==> config.mk <==
export PLATFORM = sky130hd
export DESIGN_NAME = ivl_timer
export DESIGN_NICKNAME = d
export VERILOG_FILES = /design/src/rtl/ivl_timer_pkg.sv /design/src/rtl/ivl_timer_ctrl.sv /design/src/rtl/ivl_timer_dp.sv /design/src/rtl/ivl_timer.sv
export SDC_FILE = /design/constraint.sdc
export NUM_CORES = 1
export LEC_CHECK = 0
export BUFFER_PORTS_ARGS = -buffer_cell sky130_fd_sc_hd__buf_2
export CAP_MARGIN = 10
export CORE_MARGIN = 1.5
export CORE_UTILIZATION = 60
export CTS_CLUSTER_DIAMETER = 80
export DETAILED_ROUTE_END_ITERATION = 12
export GPL_ROUTABILITY_DRIVEN = 0
export PLACE_DENSITY = 0.83
export SLEW_MARGIN = 20
export SYNTH_ARGS = -nofsm -noshare
export SYNTH_HDL_FRONTEND = slang
export SYNTH_SLANG_ARGS = --single-unit
==> constraint.sdc <==
create_clock -name clk -period 5.25 [get_ports clk]
set_clock_uncertainty 0.05 [all_clocks]
set_input_delay 0 -clock clk [delete_from_list [all_inputs] [get_ports clk]]
set_output_delay 0 -clock clk [all_outputs]
set_load 0.02 [all_outputs]
==> src/rtl/ivl_timer_pkg.sv <==
package ivl_timer_pkg;

  localparam logic [1:0] ADDR_PRE = 2'd0;
  localparam logic [1:0] ADDR_CNT = 2'd1;
  localparam logic [1:0] ADDR_CTL = 2'd2;

  // strobes from control to datapath
  typedef struct packed {
    logic wrPre;      // capture prescaler ratio
    logic wrCnt;      // capture counter initial value
    logic load;       // copy both initial values into the counters
    logic step;       // timer tick while enabled
    logic keepGoing;  // continuous mode: reload at end of interval
  } tmrStrobe_t;

endpackage

==> src/rtl/ivl_timer_ctrl.sv <==
module ivl_timer_ctrl
  import ivl_timer_pkg::*;
#(
  parameter int TICK_DIV = 4
) (
  input  logic       clk,
  input  logic       rstN,
  input  logic       wrEn,
  input  logic [1:0] wrAddr,
  input  logic       wrBit0,
  input  logic       preAtEnd,
  input  logic       cntAtEnd,
  output tmrStrobe_t stb,
  output logic       irqPulse
);

  localparam int TD_W = (TICK_DIV > 1) ? $clog2(TICK_DIV) : 1;
  localparam logic [TD_W-1:0] TD_LAST = TD_W'(TICK_DIV - 1);

  logic            enable;
  logic            needLoad;
  logic            contMode;
  logic [TD_W-1:0] tickDiv;
  logic            wrCtl;
  logic            intervalEnd;
  logic            singleDone;

  assign wrCtl         = wrEn && (wrAddr == ADDR_CTL);
  assign stb.wrPre     = wrEn && (wrAddr == ADDR_PRE);
  assign stb.wrCnt     = wrEn && (wrAddr == ADDR_CNT);
  assign stb.step      = enable && (tickDiv == TD_LAST);
  assign stb.load      = wrCtl && wrBit0 && !enable && needLoad;
  assign stb.keepGoing = contMode;

  assign intervalEnd = stb.step && preAtEnd && cntAtEnd;
  assign singleDone  = intervalEnd && !contMode;

  always_ff @(posedge clk) begin
    if (!rstN) begin
      tickDiv <= '0;
    end else if (stb.load) begin
      tickDiv <= '0;
    end else if (enable) begin
      tickDiv <= (tickDiv == TD_LAST) ? '0 : tickDiv + TD_W'(1);
    end
  end

  always_ff @(posedge clk) begin
    if (!rstN) begin
      enable   <= 1'b0;
      needLoad <= 1'b1;
      contMode <= 1'b0;
      irqPulse <= 1'b0;
    end else begin
      irqPulse <= intervalEnd;
      if (stb.wrPre) contMode <= wrBit0;
      if (singleDone)  enable <= 1'b0;
      else if (wrCtl)  enable <= wrBit0;
      if (singleDone)    needLoad <= 1'b1;
      else if (stb.load) needLoad <= 1'b0;
    end
  end

  // the request is a single-cycle pulse
  p_irq_pulse_r5: assert property (@(posedge clk) disable iff (!rstN)
    irqPulse |=> !irqPulse);

  // a single-pass end leaves the timer disabled
  p_single_halt_r6: assert property (@(posedge clk) disable iff (!rstN)
    (irqPulse && !$past(contMode)) |-> !enable);

  // starting from rest arms the timer and consumes the load request
  p_load_arms_r6: assert property (@(posedge clk) disable iff (!rstN)
    stb.load |=> (enable && !needLoad));

  // ticks are spaced by more than one cycle
  p_tick_spacing_r3: assert property (@(posedge clk) disable iff (!rstN)
    stb.step |=> !stb.step);

endmodule

==> src/rtl/ivl_timer_dp.sv <==
module ivl_timer_dp
  import ivl_timer_pkg::*;
#(
  parameter int PRE_W = 6,
  parameter int CNT_W = 8
) (
  input  logic             clk,
  input  logic             rstN,
  input  tmrStrobe_t       stb,
  input  logic [CNT_W-1:0] wrData,
  output logic             preAtEnd,
  output logic             cntAtEnd,
  output logic [CNT_W-1:0] countOut
);

  localparam int PRE_LSB = CNT_W - PRE_W;

  logic [PRE_W-1:0] preInit;
  logic [PRE_W-1:0] preCnt;
  logic [CNT_W-1:0] cntInit;
  logic [CNT_W-1:0] cnt;

  // a value of 1 is the last count; 0 stands for the full 2^W range
  assign preAtEnd = (preCnt == PRE_W'(1));
  assign cntAtEnd = (cnt == CNT_W'(1));
  assign countOut = cnt;

  always_ff @(posedge clk) begin
    if (!rstN) begin
      preInit <= '0;
      cntInit <= '0;
    end else begin
      if (stb.wrPre) preInit <= wrData[CNT_W-1:PRE_LSB];
      if (stb.wrCnt) cntInit <= wrData;
    end
  end

  always_ff @(posedge clk) begin
    if (!rstN) begin
      preCnt <= '0;
    end else if (stb.load) begin
      preCnt <= preInit;
    end else if (stb.step) begin
      preCnt <= preAtEnd ? preInit : preCnt - PRE_W'(1);
    end
  end

  always_ff @(posedge clk) begin
    if (!rstN) begin
      cnt <= '0;
    end else if (stb.load) begin
      cnt <= cntInit;
    end else if (stb.step && preAtEnd) begin
      if (cntAtEnd) cnt <= stb.keepGoing ? cntInit : '0;
      else          cnt <= cnt - CNT_W'(1);
    end
  end

  // without a tick or load the count holds
  p_hold_r8: assert property (@(posedge clk) disable iff (!rstN)
    (!stb.step && !stb.load) |=> $stable(cnt));

  // a prescaler wrap mid-interval decrements by exactly one
  p_decrement_r10: assert property (@(posedge clk) disable iff (!rstN)
    (stb.step && preAtEnd && !cntAtEnd && !stb.load)
      |=> (cnt == $past(cnt) - CNT_W'(1)));

  // the prescaler restarts from its held ratio at its wrap
  p_pre_reload_r3: assert property (@(posedge clk) disable iff (!rstN)
    (stb.step && preAtEnd && !stb.load) |=> (preCnt == $past(preInit)));

  // single-pass rests at zero
  p_rest_zero_r6: assert property (@(posedge clk) disable iff (!rstN)
    (stb.step && preAtEnd && cntAtEnd && !stb.keepGoing) |=> (cnt == '0));

  // continuous end reloads the held initial value
  p_cont_reload_r7: assert property (@(posedge clk) disable iff (!rstN)
    (stb.step && preAtEnd && cntAtEnd && stb.keepGoing) |=> (cnt == $past(cntInit)));

endmodule

==> src/rtl/ivl_timer.sv <==
module ivl_timer
  import ivl_timer_pkg::*;
#(
  parameter int TICK_DIV = 4,
  parameter int PRE_W    = 6,
  parameter int CNT_W    = 8
) (
  input  logic             clk,
  input  logic             rstN,
  input  logic             wrEn,
  input  logic [1:0]       wrAddr,
  input  logic [CNT_W-1:0] wrData,
  output logic [CNT_W-1:0] countOut,
  output logic             irqPulse
);

  tmrStrobe_t stb;
  logic       preAtEnd;
  logic       cntAtEnd;

  ivl_timer_ctrl #(.TICK_DIV(TICK_DIV)) u_ctrl (
    .clk      (clk),
    .rstN     (rstN),
    .wrEn     (wrEn),
    .wrAddr   (wrAddr),
    .wrBit0   (wrData[0]),
    .preAtEnd (preAtEnd),
    .cntAtEnd (cntAtEnd),
    .stb      (stb),
    .irqPulse (irqPulse)
  );

  ivl_timer_dp #(.PRE_W(PRE_W), .CNT_W(CNT_W)) u_dp (
    .clk      (clk),
    .rstN     (rstN),
    .stb      (stb),
    .wrData   (wrData),
    .preAtEnd (preAtEnd),
    .cntAtEnd (cntAtEnd),
    .countOut (countOut)
  );

endmodule

After elaboration in Yosys (flattened, before gate mapping) --
Index checks and enable logic that the tools add are counted.
Operators by class: add/sub/neg operators 3, eq/ne operators 5, muxes and demuxes 8, bitwise logic cells 1, reductions and logical operators 17
Operators by type and width (number):
- $mux 8 | 4
- $mux 6 | 3
- $logic_and 1x1->1 | 10
- $eq 8x1->1 const B | 1
- $sub 8x1->8 const B | 1
- $eq 6x1->1 const B | 1
- $sub 6x1->6 const B | 1
- $eq 2x2->1 const B | 2
- $reduce_bool 2->1 | 2
- $reduce_or 2->1 | 2
- $add 2x1->2 const B | 1
- $eq 2x1->1 const B | 1
- $logic_not 1->1 | 2
- $logic_not 2->1 | 1
- $mux 2 | 1
- $not 1->1 | 1
Word-level totals: register bits 34, output and inout bits 9, word-level logic and storage cells 43

Logic depth before layout (Yosys ltp) --
depth in word-level cells 6, mapped depth 7, mapped depth without buffers 7

Modules after synthesis --
From an unflattened synthesis, not the netlist that was laid out.
Unflattened totals: cell total of the unflattened synthesis 196, area total of the unflattened synthesis 1757.9 um2
Modules (own cells, without submodules):
- ivl_timer_dp | instances 1, cells an instance 165, area an instance 1458.9 um2, sequential area each 560.5 um2
- ivl_timer_ctrl | instances 1, cells an instance 31, area an instance 299.0 um2, sequential area each 120.1 um2

Worst setup path before layout --
Ideal clock, no wire load.
kind register -> register, start reg u_dp.cnt[0] (netlist: u_dp.countOut[0]), end reg u_dp.cnt[0] (netlist: u_dp.countOut[0]), setup time 86 ps, arrival time 1776 ps, required time 5114 ps, slack 3338 ps, cell stages (with the launch flop) 7, path buffers 0, period minus slack after synthesis 1912 ps, cells stage by stage dfxtp_1 ha_1 or3b_2 nor2_4 a21o_2 a221oi_1 a211oi_1
On the way: cells in the longest elaborated chain, start to end 4
Ends and longest elaborated chain:
- start: declaration | line ivl_timer_dp.sv:21 | logic [CNT_W-1:0] cnt;
- start signal: assignment | line ivl_timer_dp.sv:52 | cnt <= cntInit;
- start signal: assignment | line ivl_timer_dp.sv:54 | if (cntAtEnd) cnt <= stb.keepGoing ? cntInit : '0;
- start signal: assignment | line ivl_timer_dp.sv:55 | else cnt <= cnt - CNT_W'(1);
- $sub 8x1->8 or $eq 8x1->1 (tied branches) | line ivl_timer_dp.sv:55, ivl_timer_dp.sv:25
- $mux 8 (*) | line ivl_timer_dp.sv:54
- $mux 8 (*) | line ivl_timer_dp.sv:53 | end else if (stb.step && preAtEnd) begin
- $mux 8 (*) | line ivl_timer_dp.sv:51 | end else if (stb.load) begin
Every way passes the cells marked *; elsewhere a longest branch is shown, timed or not. The select of a mux whose other input is x is not followed. A chain may end at the register's enable or synchronous reset.

Worst setup path after layout --
start reg u_dp.preCnt[2], end reg u_dp.cnt[0] (netlist: u_dp.countOut[0])
On the way: cells in the longest elaborated chain, start to end 3
Ends and longest elaborated chain:
- start: declaration | line ivl_timer_dp.sv:19 | logic [PRE_W-1:0] preCnt;
- start signal: assignment | line ivl_timer_dp.sv:42 | preCnt <= preInit;
- start signal: assignment | line ivl_timer_dp.sv:44 | preCnt <= preAtEnd ? preInit : preCnt - PRE_W'(1);
- $eq 6x1->1 | line ivl_timer_dp.sv:24 | assign preAtEnd = (preCnt == PRE_W'(1));
- $logic_and 1x1->1 | line ivl_timer_dp.sv:53
- $reduce_bool 2->1 (no source line)
Every way passes these cells.

==> results.md <==
- Status: completed
- Drt wl/cell: 15.4 um
- Fmax: 470 MHz
- Headroom to the max-slew limit: 0.491
- DRC viols: 0
- Share of power burned in registers: 0.554
- Crit path DAT: 2.28 ns
- H-tree depth: 2
- Yosys reg bits: 34
- TritonRoute pass-1 iters: 4
- CTS tree: yes
- Post-synth cell types: 37
- Worst reg-to-reg path cell count: 5
- DIE AREA: 0.00309 mm^2
- Vias/cell: 6.13
- Post-CTS resize count: 0
- Hold Crit Class: in2reg
- GRT Overall Usage: 0.262
- Pin count of the biggest net entering global routing: 19
- Max_cap viols: 0
- Peak supply drop: 222 uV
- Worst EP required: 5.41 ns
- Slew Limit Fails: 0
- Synth warnings: 0
- Slew @ Worst Pin: 0.759 ns
- Worst Setup EP: u_dp.countOut[0]
- Crit Path Max Fanout: 8
- Largest stage delay on the critical path: 0.45 ns
- CTS root buffer: clkbuf_4
- Footprint of the multi-input gates: 921 um^2
- Post-synthesis cell area: 0.00166 mm^2
- Final setup vio count: 0
- CP max stage cell: nor3b_2
- Global-route wire length before repair: 6.46 mm
- RSZ-0062 raised after global routing: false
- Fraction of power consumed by the clock network: 0.310
- Cell area power density: 255 mW/mm^2
- Static leakage: 0.851 nW
- Fin crit period: 2.13 ns
- Commonest cells after routing, fill and taps aside: dfxtp_1, nor2_1, buf_2
- Routing usage on met3: 0.0890
- Layout area overhead: 16.6%
- Setup ws final: 3.12 ns
- CP Capture Type: flip-flop
- Worst path cell trace: or3_4, nor3b_2, a21oi_1, a221oi_1, a211oi_1
- Met1 Usage GRT: 0.319
- Via count: 1551
- Detailed Place HPWL: 2.68 mm
- CP Launch Point: u_dp.preCnt[2]
- Mapped Cells: 193
- Total power: 0.000493 W
- Grt ovf: 0
- FF+latch area: 681 um^2
- Cells after DPL: 236
- # Post-CTS Setup Buffers: 0
- Initial antenna violation count: 0
- Commonest non-fill, non-tap cell in the layout: dfxtp_1
- I/O Buffers: 21
- Vias in the first global route: 1455
- Reg2Reg Launch Point: u_dp.preCnt[2]
- Final Cycle Share: 0.405
- Skew-Pair Late Insertion Delay: 0.34 ns
- # IOs: 22
- Gr busiest metal: met2
- Max clock buf depth: 2
- CTS Sinks: 34
- Final Net Count: 240
- Chip Height: 55.5 um
- DRT Wirelength: 3.89 mm
- Worst-path clk slew: 0.10 ns
- Die width: 55.5 um
- Seq/Total Area, Yosys: 0.411
- Initial DRC count: 83
- Flop2flop setup slack: 3.12 ns
- GR Util met2: 0.430
- Syn nets: 211
- Inserted Clock Buffers: 5
- Part of the power in combinational logic: 0.136
- Crit path kind: reg2reg
- Sw Share: 0.271
- Core area: 0.00254 mm^2
- ANT cells: 0
- Avg Cell Area, Syn: 8.58 um^2
- Internal power: 0.000360 W
- Share of layout cells above drive strength 1: 0.175
- Fillcell total: 191
- Switching Power: 0.000134 W
- Pre-CTS setup slack: 2.89 ns
- Final TNS setup: 0 ns
- Final ANT Viol Nets: 0
- FF-to-FF End: u_dp.countOut[0]
- Type of origin of the critical path: flip-flop
- Initial core utilization: 0.651
- Final Non-Filler Cells: 253
- Final hold vios: 0
- Row cnt: 18
==> power by group through the flow <==
stage	clock network (W)	registers, W	logic [W]
final	0.000153	0.000273	0.0000671
after global routing	0.000162	0.000274	0.0000739
after CTS	0.000154	0.000273	0.0000657
after detailed placement	0	0.000279	0.0000603
after global placement	0	0.000278	0.0000581
after floorplan	0	0.000279	0.0000422
==> cells in the mapped netlist <==
library cell,count,area share
o31ai_1,3,0.014
or4_2,1,0.0053
or4_1,3,0.014
nand4_1,2,0.0076
buf_1,2,0.0045
clkinv_1,1,0.0023
nor4_1,2,0.0076
clkbuf_1,7,0.016
nor3_1,8,0.024
nor3b_2,1,0.0076
dfxtp_1,34,0.41
o211ai_1,1,0.0045
a21o_1,1,0.0045
nand2_1,14,0.032
o21ai_4,1,0.0098
nand2b_1,3,0.011
nand3_1,3,0.0091
o21a_1,3,0.014
or3b_2,2,0.011
ha_1,5,0.038
a21oi_1,13,0.039
inv_1,6,0.014
mux2i_1,17,0.10
or3_1,3,0.011
o22ai_1,5,0.019
a221oi_1,4,0.021
a31oi_1,1,0.0038
nor3b_1,2,0.0091
o21ai_0,10,0.030
nor2_4,1,0.0068
or3_4,1,0.0068
a21o_2,1,0.0053
nand3b_1,2,0.0091
a211oi_1,1,0.0045
xor2_1,1,0.0053
nor2_1,27,0.061
nor4b_1,1,0.0053
==> worst min path at each step <==
stage                         start               to  slack [ns]  cells past startpoint
after floorplan           wrData[0]    u_ctrl.enable        0.09                      2
after global placement    wrData[1]  u_dp.cntInit[1]        0.18                      3
after detailed placement  wrData[1]  u_dp.cntInit[1]        0.21                      3
after CTS                 wrAddr[1]    u_ctrl.enable        0.14                      4
after global routing           wrEn    u_ctrl.enable        0.19                      4
final                          wrEn    u_ctrl.enable        0.16                      4
==> state kept, by name, indices dropped and copies added, names as in the netlist <==
signal	flops
u_dp.cntInit	8
u_dp.countOut	8
u_dp.preCnt	6
u_dp.preInit	6
u_ctrl.tickDiv	2
u_ctrl.contMode	1
u_ctrl.enable	1
u_ctrl.irqPulse	1
u_ctrl.needLoad	1
==> critical path, delay by kind of cell (launching register included) <==
kind               cells  cell delay [ns]
and+or+nand+nor        2             0.86
AOI/OAI and AO/OA      3             0.72
DFF                    1             0.36
==> layer usage <==
layer	vias up	routed length, um
met5	-	0
met1	716	1650
met3	10	311
met2	74	1870
met4	0	59
li1	751	-
==> repair_timing <==
action                                  4_1_cts  5_1_grt
endpoints found under the hold margin        19        0
endpoints found under the setup margin        0        0
hold buffers                                  9        0
==> kinds of logic after synthesis <==
kind of cell | synth area share
DFF | 0.411
xor gates and xnor gates | 0.00529
and+or+nand+nor | 0.238
muxes | 0.103
adders and majority gates | 0.0378
AOI/OAI and AO/OA | 0.169
buffers and inverters | 0.0363
==> final cells by class <==
| cell class | count | area share |
|---|---|---|
| multi-input combinational | 143 | 0.477 |
| sequential | 34 | 0.352 |
| timing repair buffer | 31 | 0.105 |
| clock buffer | 6 | 0.0266 |
| tap | 30 | 0.0194 |
| inverter | 7 | 0.0136 |
| clock inverter | 2 | 0.00648 |
==> through the flow <==
| stage | hold WS, ns | instance area, um^2 | util |
|---|---|---|---|
| 3_5_place_dp | 0.208 | 1770 | 0.697 |
| 5_1_grt | 0.192 | 1930 | 0.759 |
| 3_3_place_gp | 0.184 | 1770 | 0.697 |
| 4_1_cts | 0.139 | 1930 | 0.757 |
| 2_1_floorplan | 0.0939 | 1660 | - |
| 6_report | 0.155 | 1930 | 0.759 |
Note: power is estimated with default switching activity, not from simulation.
